`src/rtl/cdiv_pkg.sv`:
```
`timescale 1ns/1ps
package cdiv_pkg;
   localparam int PH_W = 2;
   typedef logic [PH_W-1:0] phase_t;
   typedef enum logic [1:0] {
      ST_IDLE  = 2'd0,
      ST_ARM   = 2'd1,
      ST_RUN   = 2'd2,
      ST_DRAIN = 2'd3
   } seq_state_t;
endpackage

```
`src/rtl/cdiv_sync.sv`:
```
`timescale 1ns/1ps
module cdiv_sync #(
   parameter int STAGES = 2
) (
   input  logic clk,
   input  logic rst_n,
   input  logic d,
   output logic q
);
   if (STAGES < 2) begin : g_bad_stages
      $error("cdiv_sync: STAGES must be at least 2");
   end

   logic [STAGES-1:0] chain;

   always_ff @(posedge clk or negedge rst_n) begin
      if (!rst_n) chain <= '0;
      else        chain <= {chain[STAGES-2:0], d};
   end

   assign q = chain[STAGES-1];
endmodule

```
`src/rtl/cdiv_seq.sv`:
```
`timescale 1ns/1ps
module cdiv_seq
   import cdiv_pkg::*;
#(
   parameter int START_LAT   = 4,
   parameter int SYNC_STAGES = 2
) (
   input  logic clk,
   input  logic rst_n,
   input  logic en_s,
   output logic div1,
   output logic q2,
   output logic q4,
   output logic load_sel
);
   localparam int ARM_CYC = START_LAT - SYNC_STAGES;
   localparam int ARM_W   = (ARM_CYC > 2) ? $clog2(ARM_CYC) : 1;

   if (START_LAT < SYNC_STAGES || START_LAT > 6) begin : g_bad_lat
      $error("cdiv_seq: START_LAT must lie in SYNC_STAGES..6");
   end

   seq_state_t       st, st_n;
   phase_t           ph, ph_n;
   logic [ARM_W-1:0] cnt, cnt_n;
   logic             run1_n, run2_n, run4_n;
   logic             gate1;

   always_comb begin
      st_n  = st;
      ph_n  = ph;
      cnt_n = cnt;
      unique case (st)
         ST_IDLE: begin
            ph_n = '0;
            if (en_s) begin
               if (ARM_CYC == 0) st_n = ST_RUN;
               else begin
                  st_n  = ST_ARM;
                  cnt_n = ARM_W'(ARM_CYC - 1);
               end
            end
         end
         ST_ARM: begin
            ph_n = '0;
            if (!en_s)          st_n = ST_IDLE;
            else if (cnt == '0) st_n = ST_RUN;
            else                cnt_n = cnt - 1'b1;
         end
         ST_RUN: begin
            ph_n = ph + 1'b1;
            if (!en_s && ph == phase_t'(1)) st_n = ST_DRAIN;
         end
         ST_DRAIN: begin
            ph_n = ph + 1'b1;
            if (ph == phase_t'(3)) st_n = ST_IDLE;
         end
         default: st_n = ST_IDLE;
      endcase
   end

   // drain stops quarter rate at phase 2, half rate at phase 3, full rate after
   assign run4_n   = (st_n == ST_RUN);
   assign run2_n   = run4_n || (st_n == ST_DRAIN && ph_n == phase_t'(2));
   assign run1_n   = (st_n == ST_RUN) || (st_n == ST_DRAIN);
   assign load_sel = (ph_n == '0);

   always_ff @(posedge clk or negedge rst_n) begin
      if (!rst_n) begin
         st  <= ST_IDLE;
         ph  <= '0;
         cnt <= '0;
         q2  <= 1'b0;
         q4  <= 1'b0;
      end else begin
         st  <= st_n;
         ph  <= ph_n;
         cnt <= cnt_n;
         q2  <= run2_n & ~ph_n[0];
         q4  <= run4_n & ~ph_n[1];
      end
   end

   // gate changes only while the reference is low
   always_ff @(negedge clk or negedge rst_n) begin
      if (!rst_n) gate1 <= 1'b0;
      else        gate1 <= run1_n;
   end

   assign div1 = clk & gate1;

   AST_START_TOGETHER: assert property (@(posedge clk) disable iff (!rst_n)
      (st == ST_RUN && $past(st) == ST_ARM) || (st == ST_RUN && $past(st) == ST_IDLE)
      |-> q2 && q4 && gate1);
   AST_QUARTER_FIRST: assert property (@(posedge clk) disable iff (!rst_n)
      (st == ST_DRAIN && $past(st) == ST_RUN) |-> !q4 && q2 && gate1);
   AST_FULL_LAST: assert property (@(posedge clk) disable iff (!rst_n)
      $fell(gate1) |-> !q2 && !q4);
   AST_QUARTER_WIDE: assert property (@(posedge clk) disable iff (!rst_n)
      $rose(q4) |=> q4);
   AST_HALF_ONE_CYCLE: assert property (@(posedge clk) disable iff (!rst_n)
      q2 |=> !q2);
   AST_IDLE_QUIET: assert property (@(posedge clk) disable iff (!rst_n)
      (st == ST_IDLE && $past(st) == ST_IDLE) |-> !q2 && !q4 && !gate1);
endmodule

```
`src/rtl/cdiv_bank.sv`:
```
`timescale 1ns/1ps
module cdiv_bank #(
   parameter int WIDTH = 1
) (
   input  logic             clk,
   input  logic             rst_n,
   input  logic             load_sel,
   input  logic             sel,
   input  logic             src_lo,
   input  logic             src_hi,
   output logic [WIDTH-1:0] out
);
   if (WIDTH < 1) begin : g_bad_width
      $error("cdiv_bank: WIDTH must be at least 1");
   end

   logic sel_eff;

   always_ff @(posedge clk or negedge rst_n) begin
      if (!rst_n)        sel_eff <= 1'b1;
      else if (load_sel) sel_eff <= sel;
   end

   for (genvar i = 0; i < WIDTH; i++) begin : g_copy
      assign out[i] = sel_eff ? src_hi : src_lo;
   end

   AST_SEL_AT_BOUNDARY: assert property (@(posedge clk) disable iff (!rst_n)
      !$stable(sel_eff) |-> $past(load_sel));
endmodule

```
`src/rtl/clk_bank_divider.sv`:
```
`timescale 1ns/1ps
module clk_bank_divider #(
   parameter int A_FANOUT    = 4,
   parameter int B_FANOUT    = 3,
   parameter int C_FANOUT    = 1,
   parameter int START_LAT   = 4,
   parameter int SYNC_STAGES = 2
) (
   input  logic                clk_ref,
   input  logic                rst_n,
   input  logic                en,
   input  logic                sel_a,
   input  logic                sel_b,
   input  logic                sel_c,
   output logic [A_FANOUT-1:0] out_a,
   output logic [B_FANOUT-1:0] out_b,
   output logic [C_FANOUT-1:0] out_c
);
   logic en_s, div1, q2, q4, load_sel;

   cdiv_sync #(.STAGES(SYNC_STAGES)) u_en_sync (
      .clk(clk_ref), .rst_n(rst_n), .d(en), .q(en_s)
   );

   cdiv_seq #(.START_LAT(START_LAT), .SYNC_STAGES(SYNC_STAGES)) u_seq (
      .clk(clk_ref), .rst_n(rst_n), .en_s(en_s),
      .div1(div1), .q2(q2), .q4(q4), .load_sel(load_sel)
   );

   cdiv_bank #(.WIDTH(A_FANOUT)) u_bank_a (
      .clk(clk_ref), .rst_n(rst_n), .load_sel(load_sel), .sel(sel_a),
      .src_lo(div1), .src_hi(q2), .out(out_a)
   );

   cdiv_bank #(.WIDTH(B_FANOUT)) u_bank_b (
      .clk(clk_ref), .rst_n(rst_n), .load_sel(load_sel), .sel(sel_b),
      .src_lo(q2), .src_hi(q4), .out(out_b)
   );

   cdiv_bank #(.WIDTH(C_FANOUT)) u_bank_c (
      .clk(clk_ref), .rst_n(rst_n), .load_sel(load_sel), .sel(sel_c),
      .src_lo(q2), .src_hi(q4), .out(out_c)
   );

   AST_RESET_QUIET: assert property (@(posedge clk_ref)
      !rst_n |-> out_a == '0 && out_b == '0 && out_c == '0);
endmodule

```
`config.mk`:
```
export PLATFORM = sky130hd
export DESIGN_NAME = clk_bank_divider
export DESIGN_NICKNAME = d
export VERILOG_FILES = /design/src/rtl/cdiv_pkg.sv /design/src/rtl/cdiv_sync.sv /design/src/rtl/cdiv_seq.sv /design/src/rtl/cdiv_bank.sv /design/src/rtl/clk_bank_divider.sv
export SDC_FILE = /design/constraint.sdc
export NUM_CORES = 1
export LEC_CHECK = 0
export ABC_CLOCK_PERIOD_IN_PS = 1700
export BUFFER_PORTS_ARGS = -buffer_cell sky130_fd_sc_hd__buf_4
export CORE_AREA = 2 2 39 41
export DETAILED_ROUTE_END_ITERATION = 16
export DIE_AREA = 0 0 41 43
export GPL_ROUTABILITY_DRIVEN = 0
export PLACE_DENSITY_LB_ADDON = 0.25
export SYNTH_ARGS = -nofsm -noshare
export SYNTH_HDL_FRONTEND = slang
export SYNTH_SLANG_ARGS = --single-unit
```
`constraint.sdc`:
```
create_clock -name clk_ref -period 1.7 [get_ports clk_ref]
set_input_delay 0.085 -clock clk_ref [delete_from_list [all_inputs] [get_ports clk_ref]]
set_output_delay 0.085 -clock clk_ref [all_outputs]
set_load 0.05 [all_outputs]
```
=== Yosys cells after proc, flatten, opt, wreduce, memory -nomap -nowiden ===
Index checks and enable logic that the tools add are counted.

* Add/sub/neg operators: 2
* $mul: 0
* Divide/modulo/power cells: 0
* Order comparisons: 0
* Equal/unequal tests: 10
* Shifts and indexed selects: 0
* Multiplexer cells: 14
* Bitwise operators: 5
* Reductions and logical operators: 11

{| class="wikitable"
|+ Operators with widths
! cell !! count
|-
| equality test 2 bit (second input constant) || 6
|-
| two-way mux 2 bit || 5
|-
| one-hot mux 2 bit (4 select lines) || 1
|-
| two-way mux 1 bit || 6
|-
| equality test 2 x 1 -> 1 bit (second input constant) || 2
|-
| zero test 2 bit || 2
|-
| inequality test 2 bit (second input constant) || 2
|-
| one-hot mux 2 bit (2 select lines) || 1
|-
| OR reduction 2 bit || 2
|-
| bitwise AND 1 bit || 3
|-
| AND reduction 3 bit || 1
|-
| adder 2 x 1 -> 2 bit (second input constant) || 1
|-
| logical AND 1 bit || 2
|-
| logical OR 1 bit || 2
|-
| inverter 1 bit || 2
|-
| one-hot mux 1 bit (2 select lines) || 1
|-
| nonzero test 2 bit || 1
|-
| zero test 1 bit || 1
|-
| subtractor 1 bit (second input constant) || 1
|}

* Bits in registers: 13
* Bits in latches: 0
* RAM bits: 0
* Bits in read-only memories: 0
* Word-level logic and storage cells: 52
* Memories kept: 0

=== Longest topological paths before layout ===
Gate-level depths: netlist (run 1).

* Depth in word-level cells: 8
* Depth in mapped cells: 5

=== Hierarchy ===
Synthesis (run 1) repeated with hierarchy kept, for this count alone.

* Cell total of the unflattened synthesis: 49
* Area, all modules: 650.6 um^2

{| class="wikitable"
|+ By module, submodules not included
! module !! times used !! cells an instance !! area an instance (um^2) !! seq. area each (um^2)
|-
| cdiv_seq || 1 || 33 || 394.1 || 200.2
|-
| cdiv_bank (u_bank_a) || 1 || 6 || 78.8 || 26.3
|-
| cdiv_bank (u_bank_b) || 1 || 5 || 71.3 || 26.3
|-
| cdiv_bank (u_bank_c) || 1 || 3 || 56.3 || 26.3
|-
| cdiv_sync || 1 || 2 || 50.0 || 50.0
|}

==> results of run 1 <==
## layout by cell type, fill, tap and decap left out, types with 2 or more instances in the layout
master	n
nand2_1	2
a31oi_1	2
mux2_2	5
nand2_2	2
clkbuf_4	9
dfstp_2	3
dfrtp_1	9
buf_4	17
buf_8	4
clkbuf_8	2
dlygate4sd3_1	5
nor2b_1	2
## worst paths after layout
path,startpoint,endpoint,depth (start not counted)
setup / recovery,u_seq.gate1,out_a[1],4
hold / removal,rst_n,u_seq.ph[1],2
setup reg to reg,u_seq.ph[1],u_seq.gate1,3
hold reg to reg,u_en_sync.chain[0],u_en_sync.chain[1],0
max in group asynchronous,rst_n,u_seq.gate1,2
min in group clk_ref,u_en_sync.chain[0],u_en_sync.chain[1],0
## cells in the mapped netlist
master     instances
a21boi_4           1
a21o_2             1
a31oi_1            2
and2b_2            1
and4bb_1           1
buf_4              5
buf_6              1
dfrtn_1            1
dfrtp_1            9
dfstp_2            3
ha_1               2
inv_1              1
mux2_2             5
mux2i_1            1
nand2_1            4
nand2b_1           1
nand3_1            1
nor2b_1            2
o21ai_0            2
o21bai_1           1
o2bb2ai_1          1
or2b_2             1
## sequential cells by signal (all words and copies together) (netlist names)
name	count
u_seq.gate1	1
u_bank_c.sel_eff	1
u_bank_a.sel_eff	1
u_seq.q4	1
u_seq.ph	2
u_seq.q2	1
u_en_sync.chain	2
u_seq.cnt	1
u_seq.st	2
u_bank_b.sel_eff	1
## report_power, final
group	internal, mW	total, mW	leakage, nW	switching (mW)
combinational	0.379	0.800	0.201	0.422
clock	0.528	1.03	0.0929	0.499
sequential	0.464	0.542	0.153	0.0777
## what timing repair did
| item | 4_1_cts | 5_1_grt |
|---|---|---|
| endpoints found under the hold margin | 16 | 0 |
| setup endpoints to repair | 6 | 6 |
| hold buffers | 5 | 0 |
| gates resized for setup | 11 | 0 |
| pin swaps | 2 | 1 |
| buffers inserted | 1 | 1 |
## final cells by class
cell class / count / area (um2) / share of cell area [%]
multi-input cells: 27 / 245 / 26.2
repair buffers: 22 / 178 / 19.0
flip-flops and latches: 13 / 329 / 35.2
clock buffers: 16 / 159 / 17.0
inverters: 1 / 3.75 / 0.402
well taps: 16 / 20.0 / 2.14
## kinds of logic after synthesis
kind of cell               Yosys count  share of synthesized area (%)
AOI/OAI and AO/OA                    8                           10.9
buffers and inverters                7                           8.64
and+or+nand+nor                     11                           11.3
muxes                                6                           10.9
adders and majority gates            2                           4.11
DFF                                 13                           54.1
## worst reg2reg max path, stage by stage (launching register included)
cell and delay, ns:
dfrtp_1 0.37, ha_2 0.20, nand2_2 0.06, a21o_2 0.19
## layer usage
layer / vias up / wire (um) / GRT usage (%)
li1: 221 / - / -
met1: 223 / 494 / 12.9
met2: 25 / 578 / 24.4
met3: 8 / 84 / 13.1
met4: 0 / 40 / 28.0
met5: - / 0 / 0
## metrics by stage
stage | TNS, ns | hold WS [ns]
after floorplan | -1.11 | -0.211
after global placement | -0.161 | -0.0644
after detailed placement | -0.170 | -0.0684
after CTS | -2.31 | 0.0679
after global routing | -2.50 | 0.0712
final | -2.26 | 0.0652
==> results.toml, run 1 <==
[finish]
drive_gt1_share_pct = 60.8
final_cell_area_um2 = 935
area_growth_pct = 53.7
fin_nets = 88
n_antenna_cell = 0
finish.utilization_pct = 67.5
nFillCells = 104
finalNonFillerCells = 95

[timing]
finClkSkew_ns = 0.0185
drv_slew = 0
slew_headroom_pct = 83.5
tightest_slew_ns = 0.241
rsz0062_at_grt = "yes"
final_hold_viol_count = 0
setup_viol = 6
setup_slack_ns = -0.544

[setup_path]
path_buf_inv = 2
worst_ep_arrival_time_ns = 2.16
cp-end-kind = "output port"
critPathSlowestCell = "dfrtn_1"
cpLargestDelayFamily = "flip-flops"
crit_required_ns = 1.62
reg2reg_slack_ns = -0.10
slowest_delay_ns = 0.40
worstPathMaxFanout = 2
crit_chain = "nand2_2 > o21ai_4 > clkbuf_8 > buf_8"
start_kind = "flip-flop"
worstSetupPathType = "reg -> out"

[clock_tree]
clk_pin_slew_ns = 0.08
cts_tree = "yes"
insertion_delay_ns = 0.41

[synthesis]
ys_seq_area_share_pct = 54.1
synth-seq-cells = 13
yosysTopAreaCellShare_pct = 37.0
syn-cell-area_um2 = 608
netlist_instances = 47
synth.distinct_cells = 22
yosysWarnings = 0
synth_top_area_cell = "dfrtp_1"
synth_nets = 55
synth_area_leaders = "dfrtp_1 37%, dfstp_2 13%, mux2_2 9.3%"
synth_area_per_cell_um2 = 12.9

[min_path]
holdCritPathClass = "in -> async"

[routing]
drt_wl_total_mm = 1.20
drtIter0Drc = 3
drc = 0
final_antenna_net_count = 0
drt_pass1_iterations = 2
viasPerCell = 5.02
vias = 477
routedWlPerCell_um = 12.6

[global_routing]
grt_pass1_vias = 533
grt_pass1_wl_mm = 1.81
antenna_found_initial = 0
grt_max_degree = 14
grt_overflow = 0
grt.total_usage_pct = 18.7

[floorplanning]
start_util_pct = 43.9
core_um2 = 1380
io-pin-count = 14
rows = 14
fp.dieH_um = 43
die_area_um2 = 1760
die_w_um = 41

[pwr]
power_density_nw_per_um2 = 2530
total_power_mw = 2.37
p_leak_nw = 0.447
vdd_drop_max_v = 0.00108

[placement]
post-place-ws_ns = -0.0749
io_buffers = 13
dp_hpwl_um = 704
place_inst = 76
dpl_cell_area_um2 = 738

[status]
violations = "negative setup slack"
outcome = "finished, violations left"

[flow_run]
max-cap-violations = 0
Note: power is estimated with default switching activity, not from simulation.
==> run 2, diff against run 1 <==
CAP_MARGIN = 20   (was default)
CELL_PAD_IN_SITES_DETAIL_PLACEMENT = 1   (was default)
CELL_PAD_IN_SITES_GLOBAL_PLACEMENT = 1   (was default)
CORE_AREA = default   (was 2 2 39 41)
CORE_MARGIN = 2   (was default)
CORE_UTILIZATION = 39   (was default)
DIE_AREA = default   (was 0 0 41 43)
MAX_ROUTING_LAYER = met4   (was default)
==> results.toml, run 2 (synthesized netlist as in run 1, its figures left out) <==
[status]
outcome = "finished, violations left"
violations = "negative setup slack"

[setup_path]
crit_chain = "nand2_2 > o21ai_4 > buf_8 > buf_8"
path_buf_inv = 2
slowest_delay_ns = 0.40
worst_ep_arrival_time_ns = 2.14
start_kind = "flip-flop"
cpLargestDelayFamily = "flip-flops"
reg2reg_slack_ns = -0.07
critPathSlowestCell = "dfrtn_1"
cp_common_cell = "buf_8"
crit_required_ns = 1.62
worstPathMaxFanout = 2
worstSetupPathType = "reg -> out"
cp-end-kind = "output port"

[routing]
viasPerCell = 5.10
drtIter0Drc = 1
drt_pass1_iterations = 4
drc = 0
vias = 495
drt_wl_total_mm = 1.39
final_antenna_net_count = 0
routedWlPerCell_um = 14.3

[timing]
hold_slack_ns = 0.0878
setup_viol = 6
drv_slew = 0
slew_headroom_pct = 84.6
tightest_slew_ns = 0.224
setup_slack_ns = -0.522
rsz0062_at_grt = "yes"
finClkSkew_ns = 0.0160
final_hold_viol_count = 0
setup_tns_ns = -2.14

[floorplanning]
core_um2 = 1490
die_w_um = 43.5
die_area_um2 = 1890
fp.dieH_um = 43.5
rows = 14
start_util_pct = 40.8
io-pin-count = 14

[global_routing]
grt_max_degree = 14
grt.total_usage_pct = 21.4
grt_pass1_vias = 612
antenna_found_initial = 0
grt_overflow = 0
grt_pass1_wl_mm = 2.43

[finish]
n_antenna_cell = 0
area_growth_pct = 57.2
seq_area_um2 = 329
nFillCells = 150
layout_commonest_cell = "buf_4"
layout_common_cells = "19 x buf_4, 9 x clkbuf_4, 9 x dfrtp_1"
finish.utilization_pct = 64.2
finalNonFillerCells = 97
multi_input_area_um2 = 248
drive_gt1_share_pct = 63.0
fin_nets = 90
top_regs = "u_en_sync.chain: 2 flops, u_seq.ph: 2 flops, u_seq.st: 2 flops"
final_cell_area_um2 = 956

[pwr]
p_clk_share_pct = 43.5
total_power_mw = 2.42
p_switching_mw = 1.01
vdd_drop_max_v = 0.00117
p_leak_nw = 0.455
p_comb_share_pct = 34.0
power.internal_mw = 1.41
pwr-share-seq_pct = 22.5
switching_share_pct = 41.8
power_density_nw_per_um2 = 2530

[clock_tree]
cts_tree = "yes"
clk_pin_slew_ns = 0.07
insertion_delay_ns = 0.40

[placement]
io_buffers = 13
dpl_cell_area_um2 = 753
dp_hpwl_um = 771
place_inst = 78
post-place-ws_ns = -0.0877

[flow_run]
max-cap-violations = 0

[min_path]
holdCritPathClass = "in -> async"
-- run 2: changes by cell type in the layout (fill, tap and decap cells not counted), sizes merged --
cell and delta:
buf +4, clkbuf -2
-- run 2: path summary, 6_finish.rpt --
kind | startpoint | end | cells after the start
setup / recovery | u_seq.gate1 | out_a[2] | 4
hold / removal | rst_n | u_seq.q4 | 2
setup reg to reg | u_seq.ph[1] | u_seq.gate1 | 3
hold reg to reg | u_en_sync.chain[0] | u_en_sync.chain[1] | 0
max in group asynchronous | rst_n | u_seq.gate1 | 2
min in group clk_ref | en | u_en_sync.chain[0] | 2
-- run 2: worst reg2reg max path, cell delays in order, from the launching register on --
cell and delay, ns:
dfrtp_1 0.36, ha_2 0.19, nand2_2 0.05, a21o_2 0.19
-- run 2: per-layer routing --
layer / vias to the layer above / global-route usage, % / part of all wire, %
met5: - / - / 0
met4: 0 / 30.3 / 5.7
met3: 10 / 15.0 / 8.1
met2: 23 / 28.4 / 53
met1: 237 / 15.5 / 34
li1: 225 / - / -
-- run 2: timing repair --
| action | 4_1_cts | 5_1_grt |
|---|---|---|
| endpoints found under the hold margin | 16 | 0 |
| setup buffers | 2 | 0 |
| setup endpoints to repair | 6 | 9 |
| pin swaps | 1 | 1 |
| gates resized for setup | 6 | 9 |
| hold buffers | 5 | 0 |
-- run 2: final cells by class --
cell class                 instances  share of cell area, %
inverter                           1                  0.393
timing repair buffer              24                   20.2
sequential                        13                   34.4
multi-input combinational         27                   25.9
clock buffer                      16                   17.0
tap                               16                   2.09
-- run 2: power groups by stage --
| stage | registers (mW) | clock network (mW) | logic (mW) |
|---|---|---|---|
| 3_3_place_gp | 0.542 | 0.407 | 0.778 |
| 4_1_cts | 0.538 | 0.979 | 0.825 |
| 3_5_place_dp | 0.547 | 0.407 | 0.786 |
| 6_report | 0.545 | 1.05 | 0.822 |
| 5_1_grt | 0.563 | 1.13 | 0.899 |
| 2_1_floorplan | 0.550 | 0.382 | 0.577 |
